===== src/rtl/spi_cfg_reader.sv =====
module spi_cfg_reader #(
  parameter int RATE_W  = 2,
  parameter bit WIDE_EN = 1'b1
) (
  input  logic              clk,
  input  logic              rst_n,
  input  logic              start,
  input  logic [31:0]       start_addr,
  input  logic              addr32,
  input  logic [RATE_W-1:0] rate_sel,
  input  logic              fall_capture,
  input  logic [1:0]        width_req,
  input  logic              stop,
  output logic              sck,
  output logic              cs_n,
  output logic              io0_o,
  output logic              io0_oe,
  input  logic              io0_i,
  input  logic              io1_i,
  input  logic              io2_i,
  input  logic              io3_i,
  output logic [7:0]        byte_data,
  output logic              byte_valid,
  output logic              busy
);
  localparam int CNT_W = (2 ** RATE_W) - 1;
  localparam logic [7:0] RD_OP = 8'h03;

  typedef enum logic [2:0] {S_IDLE, S_PRE, S_CMD, S_DATA, S_FIN} st_t;

  st_t              state;
  logic             sck_q, cs_q, oe_q, fcap_q, stop_q, bval_q;
  logic [CNT_W-1:0] cnt_q, half_q;
  logic [39:0]      cmd_q;
  logic [5:0]       left_q;
  logic [7:0]       sh_q, bdata_q, sh_nx;
  logic [3:0]       nbit_q, nbit_nx;
  logic [1:0]       wid_q;
  logic [CNT_W:0]   span;
  logic             tick, rise_ev, fall_ev, samp_ev;

  function automatic logic [1:0] pick_w(input logic [1:0] r);
    if (!WIDE_EN) return 2'b00;
    if (r[1]) return 2'b10;
    if (r[0]) return 2'b01;
    return 2'b00;
  endfunction

  assign span    = ((CNT_W+1)'(1) << rate_sel) - (CNT_W+1)'(1);
  assign tick    = (state != S_IDLE) && (cnt_q == half_q);
  assign rise_ev = tick && !sck_q;
  assign fall_ev = tick && sck_q;
  assign samp_ev = (state == S_DATA) && (fcap_q ? fall_ev : rise_ev);
  assign nbit_nx = nbit_q + ((wid_q == 2'b10) ? 4'd4 : (wid_q == 2'b01) ? 4'd2 : 4'd1);

  always_comb begin
    case (wid_q)
      2'b10:   sh_nx = {sh_q[3:0], io3_i, io2_i, io1_i, io0_i};
      2'b01:   sh_nx = {sh_q[5:0], io1_i, io0_i};
      default: sh_nx = {sh_q[6:0], io1_i};
    endcase
  end

  always_ff @(posedge clk or negedge rst_n) begin
    if (!rst_n) begin
      state   <= S_IDLE;
      sck_q   <= 1'b0;
      cs_q    <= 1'b1;
      oe_q    <= 1'b0;
      fcap_q  <= 1'b0;
      stop_q  <= 1'b0;
      bval_q  <= 1'b0;
      cnt_q   <= '0;
      half_q  <= '0;
      cmd_q   <= '0;
      left_q  <= '0;
      sh_q    <= '0;
      bdata_q <= '0;
      nbit_q  <= '0;
      wid_q   <= 2'b00;
    end else begin
      bval_q <= 1'b0;
      if (state != S_IDLE) begin
        cnt_q <= tick ? '0 : cnt_q + 1'b1;
        if (tick) sck_q <= ~sck_q;
        if (stop) stop_q <= 1'b1;
      end
      case (state)
        S_IDLE: begin
          sck_q <= 1'b0;
          cnt_q <= '0;
          if (start) begin
            state  <= S_PRE;
            stop_q <= 1'b0;
            fcap_q <= fall_capture;
            half_q <= span[CNT_W-1:0];
            cmd_q  <= addr32 ? {RD_OP, start_addr} : {RD_OP, start_addr[23:0], 8'h00};
            left_q <= addr32 ? 6'd40 : 6'd32;
          end
        end
        S_PRE: begin
          if (fall_ev) begin
            cs_q  <= 1'b0;
            oe_q  <= 1'b1;
            state <= S_CMD;
          end
        end
        S_CMD: begin
          if (rise_ev) left_q <= left_q - 1'b1;
          if (fall_ev) begin
            if (left_q == 6'd0) begin
              state  <= S_DATA;
              oe_q   <= ~WIDE_EN;
              nbit_q <= '0;
              sh_q   <= '0;
              wid_q  <= 2'b00;
            end else begin
              cmd_q <= {cmd_q[38:0], 1'b0};
            end
          end
        end
        S_DATA: begin
          if (samp_ev) begin
            sh_q <= sh_nx;
            if (nbit_nx == 4'd8) begin
              nbit_q  <= '0;
              bdata_q <= sh_nx;
              bval_q  <= 1'b1;
              wid_q   <= pick_w(width_req);
              if (stop_q || stop) begin
                if (fcap_q) begin
                  cs_q  <= 1'b1;
                  oe_q  <= 1'b0;
                  state <= S_IDLE;
                end else begin
                  state <= S_FIN;
                end
              end
            end else begin
              nbit_q <= nbit_nx;
            end
          end
        end
        S_FIN: begin
          if (fall_ev) begin
            cs_q  <= 1'b1;
            oe_q  <= 1'b0;
            state <= S_IDLE;
          end
        end
        default: state <= S_IDLE;
      endcase
    end
  end

  assign sck        = sck_q;
  assign cs_n       = cs_q;
  assign io0_o      = cmd_q[39];
  assign io0_oe     = oe_q;
  assign byte_data  = bdata_q;
  assign byte_valid = bval_q;
  assign busy       = (state != S_IDLE);
endmodule


===== config.mk =====
export PLATFORM = sky130hd
export DESIGN_NAME = spi_cfg_reader
export DESIGN_NICKNAME = d
export VERILOG_FILES = /design/src/rtl/spi_cfg_reader.sv
export SDC_FILE = /design/constraint.sdc
export NUM_CORES = 1
export LEC_CHECK = 0
export BUFFER_PORTS_ARGS = -buffer_cell sky130_fd_sc_hd__buf_2
export CELL_PAD_IN_SITES_DETAIL_PLACEMENT = 1
export CELL_PAD_IN_SITES_GLOBAL_PLACEMENT = 2
export CORE_ASPECT_RATIO = 0.6
export CORE_MARGIN = 1
export CORE_UTILIZATION = 30
export DETAILED_ROUTE_END_ITERATION = 8
export MAX_ROUTING_LAYER = met4
export PLACE_DENSITY = 0.8
export SYNTH_ARGS = -nofsm -noshare
export SYNTH_HDL_FRONTEND = slang
export SYNTH_SLANG_ARGS = --single-unit

===== constraint.sdc =====
create_clock -name clk -period 5.33 [get_ports clk]
set_input_delay 1.599 -clock clk [delete_from_list [all_inputs] [get_ports clk]]
set_output_delay 1.599 -clock clk [all_outputs]
set_load 0.005 [all_outputs]

==> qor.yml, run 1 <==
placed_design:
  io_buffers: 59
  dpl-instance-area_um2: 4740
  dp_hpwl_mm: 8.07
  gp_congestion: 0.773
  place_ws_ns: 1.93
logic_synthesis:
  synth_mux_area_frac: 0.0813
  synth-xor-area-share: 0.0223
  netlist_area_um2: 4320
  syn_inst: 476
  async_flop_share: 1.00
  yosysSeqAreaShare: 0.475
  synth_compound_area_frac: 0.171
  synth-adder-area-share: 0.0307
  synthFlopType: "dfrtp_1"
  syn-num-nets: 532
  synth_top_family_by_area: "simple AND/OR/NAND/NOR gates"
  ys_ff_latch: 82
  yosysWarnings: 0
  synth_edf_count: 0
  post_synth_and_or_nand_nor_area_fraction: 0.177
  syn_area_per_cell_um2: 9.08
  yosys.cell_types.count: 58
detailed_routing:
  via_count: 3523
  viasPerCell: 4.94
  wire_per_inst_um: 15.7
  drtPass1Iterations: 4
  drt_first_iter_violations: 128
  route.detailed.drc: 0
  ant_nets: 0
  wl_mm: 11.2
sta:
  max_slew.worst_pin.slew_ns: 1.10
  clock_skew_ns: 0.00605
  worst_slack_ns: 2.07
  setup_viol: 0
  slew_headroom: 0.269
  setup_tns_ns: 0
  period_needed_ns: 3.26
  slew_viol_final: 0
  final_hold_viol_count: 0
  fmax_mhz: 307
  rsz0062_at_grt: "no"
  period_share: 0.611
clocking:
  cts_root_buffer: "clkbuf_16"
  cts_setup_buffers: 0
  ctsHoldBuffers: 0
  clock-sinks: 82
  insertion_delay_ns: 0.34
  cts_tree: "done"
  cts_made_buffers: 9
  htreeDepth: 3
  cts.repair.resized: 0
  clk_pin_slew_ns: 0.06
  clockBufferDepth: 2
floorplan:
  die_h_um: 95.0
  coreArea_um2: 13900
  row_count: 33
  dieArea_um2: 14900
  initial_core_util: 0.312
  pin_count: 60
  die_w_um: 157
critical_path:
  startpoint: "state[0]"
  max_stage_delay_ns: 0.53
  arrival_ns: 1.66
  reg2reg_from: "wid_q[0]"
  r2r_end: "byte_data[4]"
  worst_setup_path_start_kind: "flop"
  crit_required_ns: 3.73
  rr_worst_depth: 10
  endpoint_kind: "primary output"
  r2r_setup_slack_ns: 2.08
  path_cells: "nor3_2, inv_2, buf_2"
  criticalPathCategory: "reg2out"
  critPathMaxFanout: 13
  critPathSlowestCell: "dfrtp_1"
layout:
  syn_to_final_growth_pct: 16.6
  stdcell_area_um2: 5040
  nNetsFinal: 572
  layout_common_cells: "dfrtp_1 (81), nand2_1 (72), buf_2 (58), nor2_1 (48)"
  final_common_cell: "dfrtp_1"
  layout-drive-gt1-share: 0.184
  diodes: 0
pwr:
  ir_drop_mv: 0.208
  powerDensity_nw_per_um2: 522
  power_leakage_nw: 2.33
min_path:
  min-delay-start: "byte_data[3]"
  holdPathEnd: "byte_data[3]"
  min_path_cells: 2
  hp-class: "reg2reg"
grt:
  grt_pass1_vias: 3575
  antenna_found_initial: 0
  track_usage: 0.166
  grt_pass1_wl_mm: 18.6
  grt_max_degree: 83
  grt_overflow: 0
job:
  max_cap_violations: 0
status:
  outcome: "finished, final reports clean"
-- cell usage after synthesis, types with 2 or more instances --
library cell | instances | area share
mux2i_1 | 25 | 0.058
nor4_1 | 2 | 0.0029
buf_2 | 6 | 0.0069
nor3b_1 | 2 | 0.0035
a22oi_1 | 6 | 0.010
nor4b_2 | 2 | 0.0069
xor2_1 | 2 | 0.0041
xnor2_1 | 9 | 0.018
mux2_2 | 9 | 0.023
nand3_1 | 7 | 0.0081
nor2_1 | 48 | 0.042
inv_1 | 12 | 0.010
and3_1 | 9 | 0.013
clkbuf_1 | 25 | 0.022
o21ai_0 | 45 | 0.052
dfrtp_1 | 81 | 0.47
o21ai_1 | 11 | 0.013
nor3_1 | 4 | 0.0046
and2_1 | 5 | 0.0072
nand2b_1 | 2 | 0.0029
a21oi_1 | 45 | 0.052
nand2_1 | 72 | 0.063
o2bb2ai_1 | 2 | 0.0041
nand4_1 | 2 | 0.0029
ha_1 | 9 | 0.026
o31ai_1 | 2 | 0.0035
-- sequential cells by signal (all words and copies together) (netlist names) --
register	cells
cmd_q	40
half_q	3
byte_data	8
sh_q	7
io0_oe	1
cs_n	1
stop_q	1
byte_valid	1
sck	1
left_q	6
wid_q	2
nbit_q	4
fcap_q	1
state	3
cnt_q	3
-- report_power, final --
part | total, mW | switching (mW) | internal, mW | leakage [nW]
clock | 0.629 | 0.240 | 0.388 | 0.147
sequential | 1.01 | 0.174 | 0.837 | 1.03
combinational | 0.993 | 0.626 | 0.367 | 1.14
total | 2.63 | 1.04 | 1.59 | 2.33
-- cell type report --
cell class | count | area, um2
timing repair buffer | 61 | 313
inverter | 13 | 48.8
multi-input combinational | 349 | 2090
tap | 192 | 240
sequential | 82 | 2050
clock buffer | 14 | 264
clock inverter | 2 | 35.0
fill | 1652 | 8830
-- cell families after synthesis --
kind of cell | after synthesis
flops | 82
mux | 34
fa+ha+maj | 10
xor+xnor | 11
compound gates | 127
buf+inv | 45
simple gates | 167
-- critical path, delay by kind of cell (launching register included) --
family / cells / cell delay, ns
DFF: 1 / 0.53
and+or+nand+nor: 1 / 0.52
buffers and inverters: 2 / 0.26
-- worst max path at each step --
stage,slack [ns],cells past startpoint,end
after floorplan,2.45,6,cmd_q[25]
after global placement,2.04,5,cmd_q[26]
after detailed placement,1.93,5,cmd_q[24]
after CTS,2.03,9,byte_data[0]
after global routing,1.76,10,byte_data[4]
final,2.07,3,busy
-- per-layer routing --
metal  vias to the layer above  GRT usage  part of all wire
met5                         -          -                 0
met4                         0     0.0400             0.011
met3                        11     0.0363             0.019
met2                        30      0.246              0.44
met1                      1760      0.229              0.53
li1                       1722          -                 -
-- through the flow --
step | hold WS, ns | cells | total power, mW | utilization
after floorplan | 0.448 | 476 | 1.75 | -
after global placement | 0.456 | 697 | 1.96 | 0.342
after detailed placement | 0.465 | 697 | 2.02 | 0.342
after CTS | 0.478 | 713 | 2.67 | 0.363
after global routing | 0.500 | 713 | 2.86 | 0.363
final | 0.471 | 713 | 2.63 | 0.363
No activity file was read; power rests on OpenSTA's default activity.
==> inputs of run 2 (changes only) <==
Settings changed: PLACE_DENSITY 0.8 to 0.83.
Clock period 5.33 ns to 2.7 ns, I/O delays scaled along.
==> qor.yml, run 2 (same netlist as run 1, synthesis figures left out) <==
detailed_routing:
  viasPerCell: 4.86
  route.detailed.drc: 0
  wl_mm: 11.0
  drt_first_iter_violations: 105
  ant_nets: 0
  wire_per_inst_um: 15.2
  via_count: 3516
  drtPass1Iterations: 4
sta:
  max_slew.worst_pin.slew_ns: 0.697
  period_needed_ns: 2.56
  fmax_mhz: 390
  setup_viol: 0
  clock_skew_ns: 0.00584
  whs_ns: 0.451
  final_hold_viol_count: 0
  setup_tns_ns: 0
  slew_headroom: 0.535
  period_share: 0.950
  worst_slack_ns: 0.136
  slew_viol_final: 0
critical_path:
  max_stage_delay_ns: 0.44
  path_cells: "ha_4, ha_1, inv_1, fa_1, xor2_2, and4_4, o211a_1, buf_4, o21bai_1, o2bb2ai_1"
  arrival_ns: 2.76
  critPathMaxFanout: 3
  worst_setup_path_start_kind: "flop"
  criticalPathCategory: "reg2reg"
  critPathSlowestCell: "fa_1"
  crit_required_ns: 2.89
  endpoint_kind: "flop"
placed_design:
  place_ws_ns: -0.128
  gp_congestion: 0.794
  dpl-instance-area_um2: 4830
  io_buffers: 59
  placed_cells: 703
  dp_hpwl_mm: 8.10
layout:
  postLayoutCoreUtil: 0.378
  nNetsFinal: 583
  layout-drive-gt1-share: 0.214
  largest_reg_flops: 40
  fin_cells: 724
  final_common_cell: "dfrtp_1"
  diodes: 0
  syn_to_final_growth_pct: 21.2
  top_register: "cmd_q"
  layout_common_cells: "dfrtp_1 (81), nand2_1 (72), buf_2 (58), nor2_1 (48)"
  stdcell_area_um2: 5240
floorplan:
  initial_core_util: 0.312
  row_count: 33
  dieArea_um2: 14900
  die_w_um: 157
  die_h_um: 95.0
  pin_count: 60
  coreArea_um2: 13900
clocking:
  clockBufferDepth: 2
  cts_root_buffer: "clkbuf_16"
  clock-sinks: 82
  insertion_delay_ns: 0.33
  htreeDepth: 3
  cts_tree: "done"
  clk_pin_slew_ns: 0.06
  cts_made_buffers: 9
grt:
  antenna_found_initial: 0
  grt_max_degree: 61
  grt_pass1_wl_mm: 18.4
  grt_pass1_vias: 3594
  grt_overflow: 0
  track_usage: 0.165
status:
  outcome: "finished, final reports clean"
min_path:
  hp-class: "in2async"
pwr:
  p_sw_mw: 2.07
  power_leakage_nw: 2.42
  power.internal_mw: 3.36
  seq_power_share: 0.367
  ir_drop_mv: 0.420
  p_total_mw: 5.43
  powerDensity_nw_per_um2: 1040
  sw_frac_of_total: 0.381
  p_clk_frac: 0.245
  p_comb_frac: 0.387
job:
  max_cap_violations: 0
==> run 2: changes by cell type in the layout (fill, tap and decap cells not counted), sizes merged <==
| cell | before | now |
|---|---|---|
| bufinv | 1 | 2 |
| buf | 61 | 72 |
| clkinv | 1 | 2 |
| clkbuf | 14 | 12 |
==> run 2: power by group through the flow <==
| stage | combinational (mW) | clock (mW) | sequential, mW |
|---|---|---|---|
| 6_report | 2.10 | 1.33 | 1.99 |
| 5_1_grt | 2.41 | 1.44 | 2.06 |
| 4_1_cts | 2.09 | 1.38 | 2.00 |
| 3_5_place_dp | 2.06 | 0 | 2.01 |
| 3_3_place_gp | 1.97 | 0 | 1.99 |
| 2_1_floorplan | 1.58 | 0 | 1.87 |
==> run 2: final timing paths <==
kind / from / end / cells after the start / slack, ns
max: wid_q[1] / wid_q[1] / 10 / 0.14
min: rst_n / half_q[1] / 1 / 0.45
max reg2reg: wid_q[1] / wid_q[1] / 10 / 0.14
min reg2reg: cmd_q[35] / cmd_q[35] / 2 / 0.48
max in group asynchronous: rst_n / cmd_q[28] / 2 / 1.63
min in group clk: cmd_q[35] / cmd_q[35] / 2 / 0.48
==> run 2: area by class of cell <==
cell class,count,area [um2]
Fill cell,1634,8630
Multi-Input combinational cell,349,2130
Sequential cell,82,2050
Timing Repair Buffer,72,433
Clock buffer,12,256
Tap cell,192,240
Clock inverter,4,73.8
Inverter,13,48.8
==> run 2: per-layer routing <==
layer	track usage	vias to the layer above	part of all wire
met5	-	-	0
met4	0.0376	0	0.0036
met3	0.0353	2	0.022
met2	0.242	28	0.45
met1	0.230	1743	0.52
li1	-	1743	-
==> run 2: critical path, delay by kind of cell, from the launching register on <==
family,cells,cell delay (ns)
flops,1,0.41
xor+xnor,1,0.24
simple gates,1,0.28
buf+inv,2,0.18
compound gates,3,0.44
fa+ha+maj,3,0.87
==> run 2: timing repair <==
action	in CTS	in global routing
gates resized for setup	2	5
hold buffers	0	0
pin swaps	0	3
cloned	0	0
endpoints found under the hold margin	0	0
setup buffers	1	4
setup endpoints to repair	11	14
